--- src/rtl/bcd_scan_pkg.sv ---
package bcd_scan_pkg;
   localparam int CODE_W = 4;
   localparam int SEG_W  = 9;
   localparam int TAIL_BIT = 8;
   typedef logic [CODE_W-1:0] code_t;
   typedef logic [SEG_W-1:0]  seg_t;
endpackage

--- src/rtl/bcd_scan_divider.sv ---
module bcd_scan_divider #(
   parameter int RATIO = 4
) (
   input  logic clk,
   input  logic rst_n,
   output logic tick
);
   localparam int CW = (RATIO > 1) ? $clog2(RATIO) : 1;
   localparam logic [CW-1:0] LAST = CW'(RATIO - 1);

   generate
      if (RATIO < 2) begin : g_bad_ratio
         $error("bcd_scan_divider: RATIO must be at least 2");
      end
   endgenerate

   logic [CW-1:0] phase_q;

   always_ff @(posedge clk or negedge rst_n) begin
      if (!rst_n)              phase_q <= '0;
      else if (phase_q == LAST) phase_q <= '0;
      else                      phase_q <= phase_q + 1'b1;
   end

   assign tick = (phase_q == LAST);

   p_tick_gap_r2: assert property (@(posedge clk) disable iff (!rst_n)
      tick |=> !tick);
endmodule

--- src/rtl/bcd_scan_ring.sv ---
module bcd_scan_ring #(
   parameter int SLOTS = 9
) (
   input  logic             clk,
   input  logic             rst_n,
   input  logic             advance,
   output logic [SLOTS-1:0] ring
);
   generate
      if (SLOTS < 2) begin : g_bad_slots
         $error("bcd_scan_ring: SLOTS must be at least 2");
      end
   endgenerate

   always_ff @(posedge clk or negedge rst_n) begin
      if (!rst_n)       ring <= SLOTS'(1);
      else if (advance) ring <= {ring[SLOTS-2:0], ring[SLOTS-1]};
   end

   p_ring_onehot_r3: assert property (@(posedge clk) disable iff (!rst_n)
      $countones(ring) == 1);
   p_ring_hold_r3: assert property (@(posedge clk) disable iff (!rst_n)
      !advance |=> $stable(ring));
endmodule

--- src/rtl/bcd_scan_deser.sv ---
module bcd_scan_deser
   import bcd_scan_pkg::*;
(
   input  logic  clk,
   input  logic  rst_n,
   input  logic  ser_in,
   input  logic  boundary,
   output code_t code_q
);
   logic [CODE_W-2:0] hist_q;

   always_ff @(posedge clk or negedge rst_n) begin
      if (!rst_n) begin
         hist_q <= '0;
         code_q <= '0;
      end else begin
         hist_q <= {ser_in, hist_q[CODE_W-2:1]};
         if (boundary) code_q <= {ser_in, hist_q};
      end
   end

   p_latch_hold_r5: assert property (@(posedge clk) disable iff (!rst_n)
      !boundary |=> $stable(code_q));
endmodule

--- src/rtl/bcd_scan_decode.sv ---
module bcd_scan_decode
   import bcd_scan_pkg::*;
#(
   parameter bit TAIL_SEG = 1'b1
) (
   input  code_t code,
   output seg_t  seg
);
   logic [SEG_W-2:0] body;

   always_comb begin
      case (code)
         4'd0:    body = 8'h5C;
         4'd1:    body = 8'h06;
         4'd2:    body = 8'h5B;
         4'd3:    body = 8'h4F;
         4'd4:    body = 8'h66;
         4'd5:    body = 8'h6D;
         4'd6:    body = 8'hDD;
         4'd7:    body = 8'h07;
         4'd8:    body = 8'h7F;
         4'd9:    body = 8'h6F;
         default: body = 8'h00;
      endcase
   end

   generate
      if (TAIL_SEG) begin : g_tail
         logic tail;
         assign tail = code[2] & ~(code[0] | code[1] | code[3]);
         assign seg  = {tail, body};
      end else begin : g_no_tail
         assign seg = {1'b0, body};
      end
   endgenerate
endmodule

--- src/rtl/bcd_scan_display.sv ---
module bcd_scan_display
   import bcd_scan_pkg::*;
#(
   parameter int NUM_DIGITS = 8,
   parameter int IDLE_SLOTS = 1,
   parameter bit TAIL_SEG   = 1'b1
) (
   input  logic                  clk,
   input  logic                  rst_n,
   input  logic                  ser_in,
   output logic                  dig_clk,
   output logic [NUM_DIGITS-1:0] dig_drv,
   output logic [SEG_W-1:0]      seg
);
   localparam int SLOTS = NUM_DIGITS + IDLE_SLOTS;

   generate
      if (NUM_DIGITS < 1) begin : g_bad_digits
         $error("bcd_scan_display: NUM_DIGITS must be positive");
      end
      if (IDLE_SLOTS < 0) begin : g_bad_idle
         $error("bcd_scan_display: IDLE_SLOTS must not be negative");
      end
   endgenerate

   logic             boundary;
   logic [SLOTS-1:0] ring;
   code_t            shown;

   bcd_scan_divider #(.RATIO(CODE_W)) u_div (
      .clk(clk), .rst_n(rst_n), .tick(boundary));

   bcd_scan_ring #(.SLOTS(SLOTS)) u_ring (
      .clk(clk), .rst_n(rst_n), .advance(boundary), .ring(ring));

   bcd_scan_deser u_deser (
      .clk(clk), .rst_n(rst_n), .ser_in(ser_in),
      .boundary(boundary), .code_q(shown));

   bcd_scan_decode #(.TAIL_SEG(TAIL_SEG)) u_dec (
      .code(shown), .seg(seg));

   assign dig_clk = boundary;
   assign dig_drv = ring[NUM_DIGITS-1:0];

   p_seg_hold_r5: assert property (@(posedge clk) disable iff (!rst_n)
      !dig_clk |=> $stable(seg));
   p_tail_with_f_r7: assert property (@(posedge clk) disable iff (!rst_n)
      seg[TAIL_BIT] |-> (seg[5] && seg[6] && !seg[0]));
   p_drive_moves_r3: assert property (@(posedge clk) disable iff (!rst_n)
      dig_clk |=> !$stable(ring));
endmodule

--- config.mk ---
export PLATFORM = sky130hd
export DESIGN_NAME = bcd_scan_display
export DESIGN_NICKNAME = d
export VERILOG_FILES = /design/src/rtl/bcd_scan_pkg.sv /design/src/rtl/bcd_scan_divider.sv /design/src/rtl/bcd_scan_ring.sv /design/src/rtl/bcd_scan_deser.sv /design/src/rtl/bcd_scan_decode.sv /design/src/rtl/bcd_scan_display.sv
export SDC_FILE = /design/constraint.sdc
export NUM_CORES = 1
export LEC_CHECK = 0
export BUFFER_PORTS_ARGS = -buffer_cell sky130_fd_sc_hd__buf_2
export CAP_MARGIN = 5
export CORE_UTILIZATION = 30
export CTS_CLUSTER_DIAMETER = 50
export DETAILED_ROUTE_END_ITERATION = 8
export PLACE_DENSITY = 0.58
export REMOVE_ABC_BUFFERS = 1
export SLEW_MARGIN = 20
export SYNTH_ARGS = -nofsm -noshare
export SYNTH_HDL_FRONTEND = slang
export SYNTH_SLANG_ARGS = --single-unit
--- constraint.sdc ---
create_clock -name clk -period 1.65 [get_ports clk]
set_input_delay 0.0825 -clock clk [delete_from_list [all_inputs] [get_ports clk]]
set_output_delay 0.0825 -clock clk [all_outputs]
set_load 0.005 [all_outputs]
==> results list <==
- Buf+Inv Stages, Crit Path: 2
- Sw frac: 22.60%
- The repair_antennas step left the layout with diodes totalling 0.
* GRT Util Overall: 9.266%
- Slowest stage cell, crit path: dfrtp_1
* Number of cells on the worst reg-to-reg path: 3
- For this run, the leading register cell type out of synthesis is dfrtp_1.
- After clock tree synthesis, the clock-pin slew on the worst setup and hold paths is 100 ps.
* Worst-margin pin slew: 395.5 ps
* Endpoint type of the worst setup path: output port
- Combinational logic is responsible for 9.7% of the overall power.
- Failing checks: design-rule violations
- Measured against its own limit, the worst slew margin works out to 73.64%.
- Total negative slack: 0 ps
- Cell chosen for the clock root: clkbuf_4
- RSZ-0062 raised after global routing: false
- The detailed router placed 567 vias in this run.
* Reg2Reg Launch Point: u_div.phase_q[0]$_DFF_PN0_
- Input and output buffers added on the ports amount to 20.
- TritonCTS built the clock tree.
* Count of standard-cell rows: 19
* Slew Limit Fails: 0
* Number of nets at the end of the flow: 104
- Remaining global-route overflow: 0
- Width of the die: 58.04 um
- After synthesis, flip-flops and latches occupy 47.94% of the total area.
- Cell internal power was estimated by the tool at 580.6 uW.
* Max IR drop VDD: 0.3499 mV
- The core region is 2877 sq um.
- Cell family with the largest share of critical-path delay: flip-flops
* Buffer depth of the longest clock path: 2
- Worst setup path startpoint: u_deser.code_q[0]$_DFFE_PN0N_
- Counting distinct cell types in the post-synthesis netlist gives 20.
- The area growth from synthesis to layout is 11.55%.
* Power per cell area: 713.8 nW/um^2
* Async set-reset flop share out of synthesis: 100.0%
* Detailed-placement wirelength estimate: 994.7 um
- Net switching component of the power: 169.5 uW
- Drt initial violations: 49
- Leakage dissipation: 0.0005490 uW
* Clock latency reported for the late side of the worst-skew pair: 280 ps
- Summing every instance area after synthesis gives 942.2 sq um.
* Most common cell in the synthesized netlist: dfrtp_1
- Once the floorplan was initialized, standard cells occupied 32.75% of the core.
- Final clock skew: 7.116 ps
- The clock network burns 28.5% of the power.
- Register share of total power: 61.7%
- Length of the first detailed-routing pass in iterations: 6
- TritonCTS created 3 clock buffers.
* Via count of the first global-routing pass: 533
* Critical path fanouts, max: 4
* Count of warnings emitted by yosys: 0
- Overall Power: 750.2 uW
- Post-route minimum period: 1537 ps
- Most used cell, CP: nand2_1
- CP startpoint kind: register
- Run status: finished with violations
- The worst setup path is of the reg -> out kind.
- Global-route wire length before repair: 2380 um
* I/O Pins: 21
- In this run the biggest area consumer among cell types represents 45.15% of the synthesized area.
- Cell accounting for the most synthesized area: dfrtp_1
- Gate count of the mapped netlist: 78
- Synthesis inferred 18 register bits.
- Top post-synthesis cells by area: dfrtp_1 (45%), ha_1 (8.0%), mux2_4 (8.0%)
* Cell Chain, Critical Path: inv_2, ha_1, nand2_1, nand2_1, o21ai_0, buf_2
* Part of the cycle the worst path needs: 93.16%
- In this run the mean area of a mapped cell was 12.08 sq um.
- Number of clock sinks seen by CTS: 18
- Maximum single-stage delay on the critical path: 410 ps
- Final count of negative-setup-slack endpoints: 0
- Post-route antenna net violation count: 0
* DRC errors left: 2
* Final Routed Wirelength: 1373 um
- DR WL/cell: 10.10 um
- Max Clock Freq: 650.6 MHz
* Pin count of the biggest net entering global routing: 19
- Data required, critical path: 1570 ps
* Die Span Y: 58.04 um
- Routability-driven placement finished with a final weighted congestion of 0.7486.
- Counting buffers and inverters, the worst setup path is 6 cells deep.
- In the final layout, the share of cells above drive strength 1 is 44.68%.
* Via-to-Cell Ratio: 4.169
* Max cap viols: 0
- For the worst setup path, the data arrival time is 1450 ps.
* Hold Fails Final Rpt: 0
- CTS built an H-tree with a depth of 1.
- Hold Crit Class: in -> async
- Most instantiated cells after synthesis: dfrtp_1 (17), buf_4 (9)
- Yosys mapped a number of flops with a built-in enable equal to 0.
- Number of antenna violations at the first check in global routing: 0
- The floorplan step defined a die boundary enclosing 3369 sq um.
[registers in the layout, summed over array words and instances, names as in the netlist]
name            count
u_deser.code_q      4
u_div.phase_q       2
u_deser.hist_q      3
u_ring.ring         9
[power groups by stage]
stage	Sequential, uW	Combinational [uW]	Clock (uW)
2_1_floorplan	468	35.5	0
5_1_grt	465	83.7	244
4_1_cts	463	69.6	229
6_report	463	73.1	214
3_5_place_dp	472	65.6	0
3_3_place_gp	471	64.7	0
[routing by layer]
| metal | share of wire, % | track usage (%) | wire length (um) |
|---|---|---|---|
| met1 | 51 | 12.64 | 700 |
| met2 | 44 | 14.12 | 598 |
| met3 | 5.4 | 1.339 | 74 |
| met4 | 0 | 5.102 | 0 |
| met5 | 0 | 0 | 0 |
[cell type report]
type / count / area (sq um)
tap: 42 / 52.55
timing repair buffer: 25 / 142.6
multi-input combinational: 44 / 364.1
fill: 295 / 1826
clock buffer: 4 / 26.28
inverter: 3 / 11.26
sequential: 18 / 454.2
[logic make-up (layout without fill, tap and decap cells)]
kind of cell / after synthesis / count (layout) / synth area share [%]
XOR/XNOR: 1 / 1 / 0.9298
multiplexers: 11 / 11 / 15.14
flip-flops: 18 / 18 / 47.94
adder cells (fa/ha/maj): 6 / 6 / 7.968
AND/OR/NAND/NOR: 15 / 15 / 7.571
buffers and inverters: 16 / 32 / 13.41
AO/OA/AOI/OAI: 11 / 11 / 7.038
[metrics by stage]
step | instance area [sq um] | instances | setup WS [ps] | util, % | hold WS (ps)
final | 1051 | 136 | 112.9 | 36.54 | 254.2
after global placement | 987.2 | 128 | 378.4 | 34.32 | 21.67
after global routing | 1051 | 136 | 20.89 | 36.54 | 273.7
after CTS | 1033 | 134 | 27.96 | 35.93 | 244.3
after detailed placement | 987.2 | 128 | 354.4 | 34.32 | 31.69
after floorplan | 827.0 | 65 | 268.5 | - | -213.1
[worst paths after layout]
check / end / slack [ps]
max: seg[1] / 110
min: u_ring.ring[5]$_DFFE_PN0N_ / 250
max reg2reg: u_ring.ring[7]$_DFFE_PN0N_ / 420
min reg2reg: u_deser.hist_q[1]$_DFF_PN0_ / 390
max in group asynchronous: u_ring.ring[0]$_DFFE_PN1N_ / 1070
min in group clk: u_deser.hist_q[1]$_DFF_PN0_ / 390
[timing repair]
| action | in CTS | in global routing |
|---|---|---|
| hold endpoints to repair | 18 | 0 |
| hold buffers | 2 | 0 |
| endpoints found under the setup margin | 0 | 4 |
| setup buffers | 0 | 2 |
| gates resized for setup | 0 | 3 |
[worst register-to-register path, delay by kind of cell, from the launching register on]
| kind | cells | cell delay (ps) |
|---|---|---|
| multiplexers | 1 | 360 |
| flip-flops | 1 | 380 |
| adder cells (fa/ha/maj) | 1 | 150 |
| buffers and inverters | 1 | 240 |
[placed cells by master (no fill, tap or decap)]
cell type	netlist	final
nor2_1	5	5
nand2_1	6	6
nand2b_1	1	1
and3b_1	2	2
ha_1	6	6
buf_2	1	20
clkbuf_1	0	1
dfstp_2	1	1
mux2_2	6	6
a21oi_1	3	3
a211oi_2	1	1
mux2_4	5	5
clkbuf_4	0	3
nor2b_1	1	1
inv_2	0	1
dlygate4sd3_1	0	2
xnor2_1	1	1
o21ai_0	6	6
a211o_1	1	1
inv_1	3	2
dfrtp_2	0	2
buf_4	9	3
dfrtp_1	17	15
No activity file was read; power rests on OpenSTA's default activity.
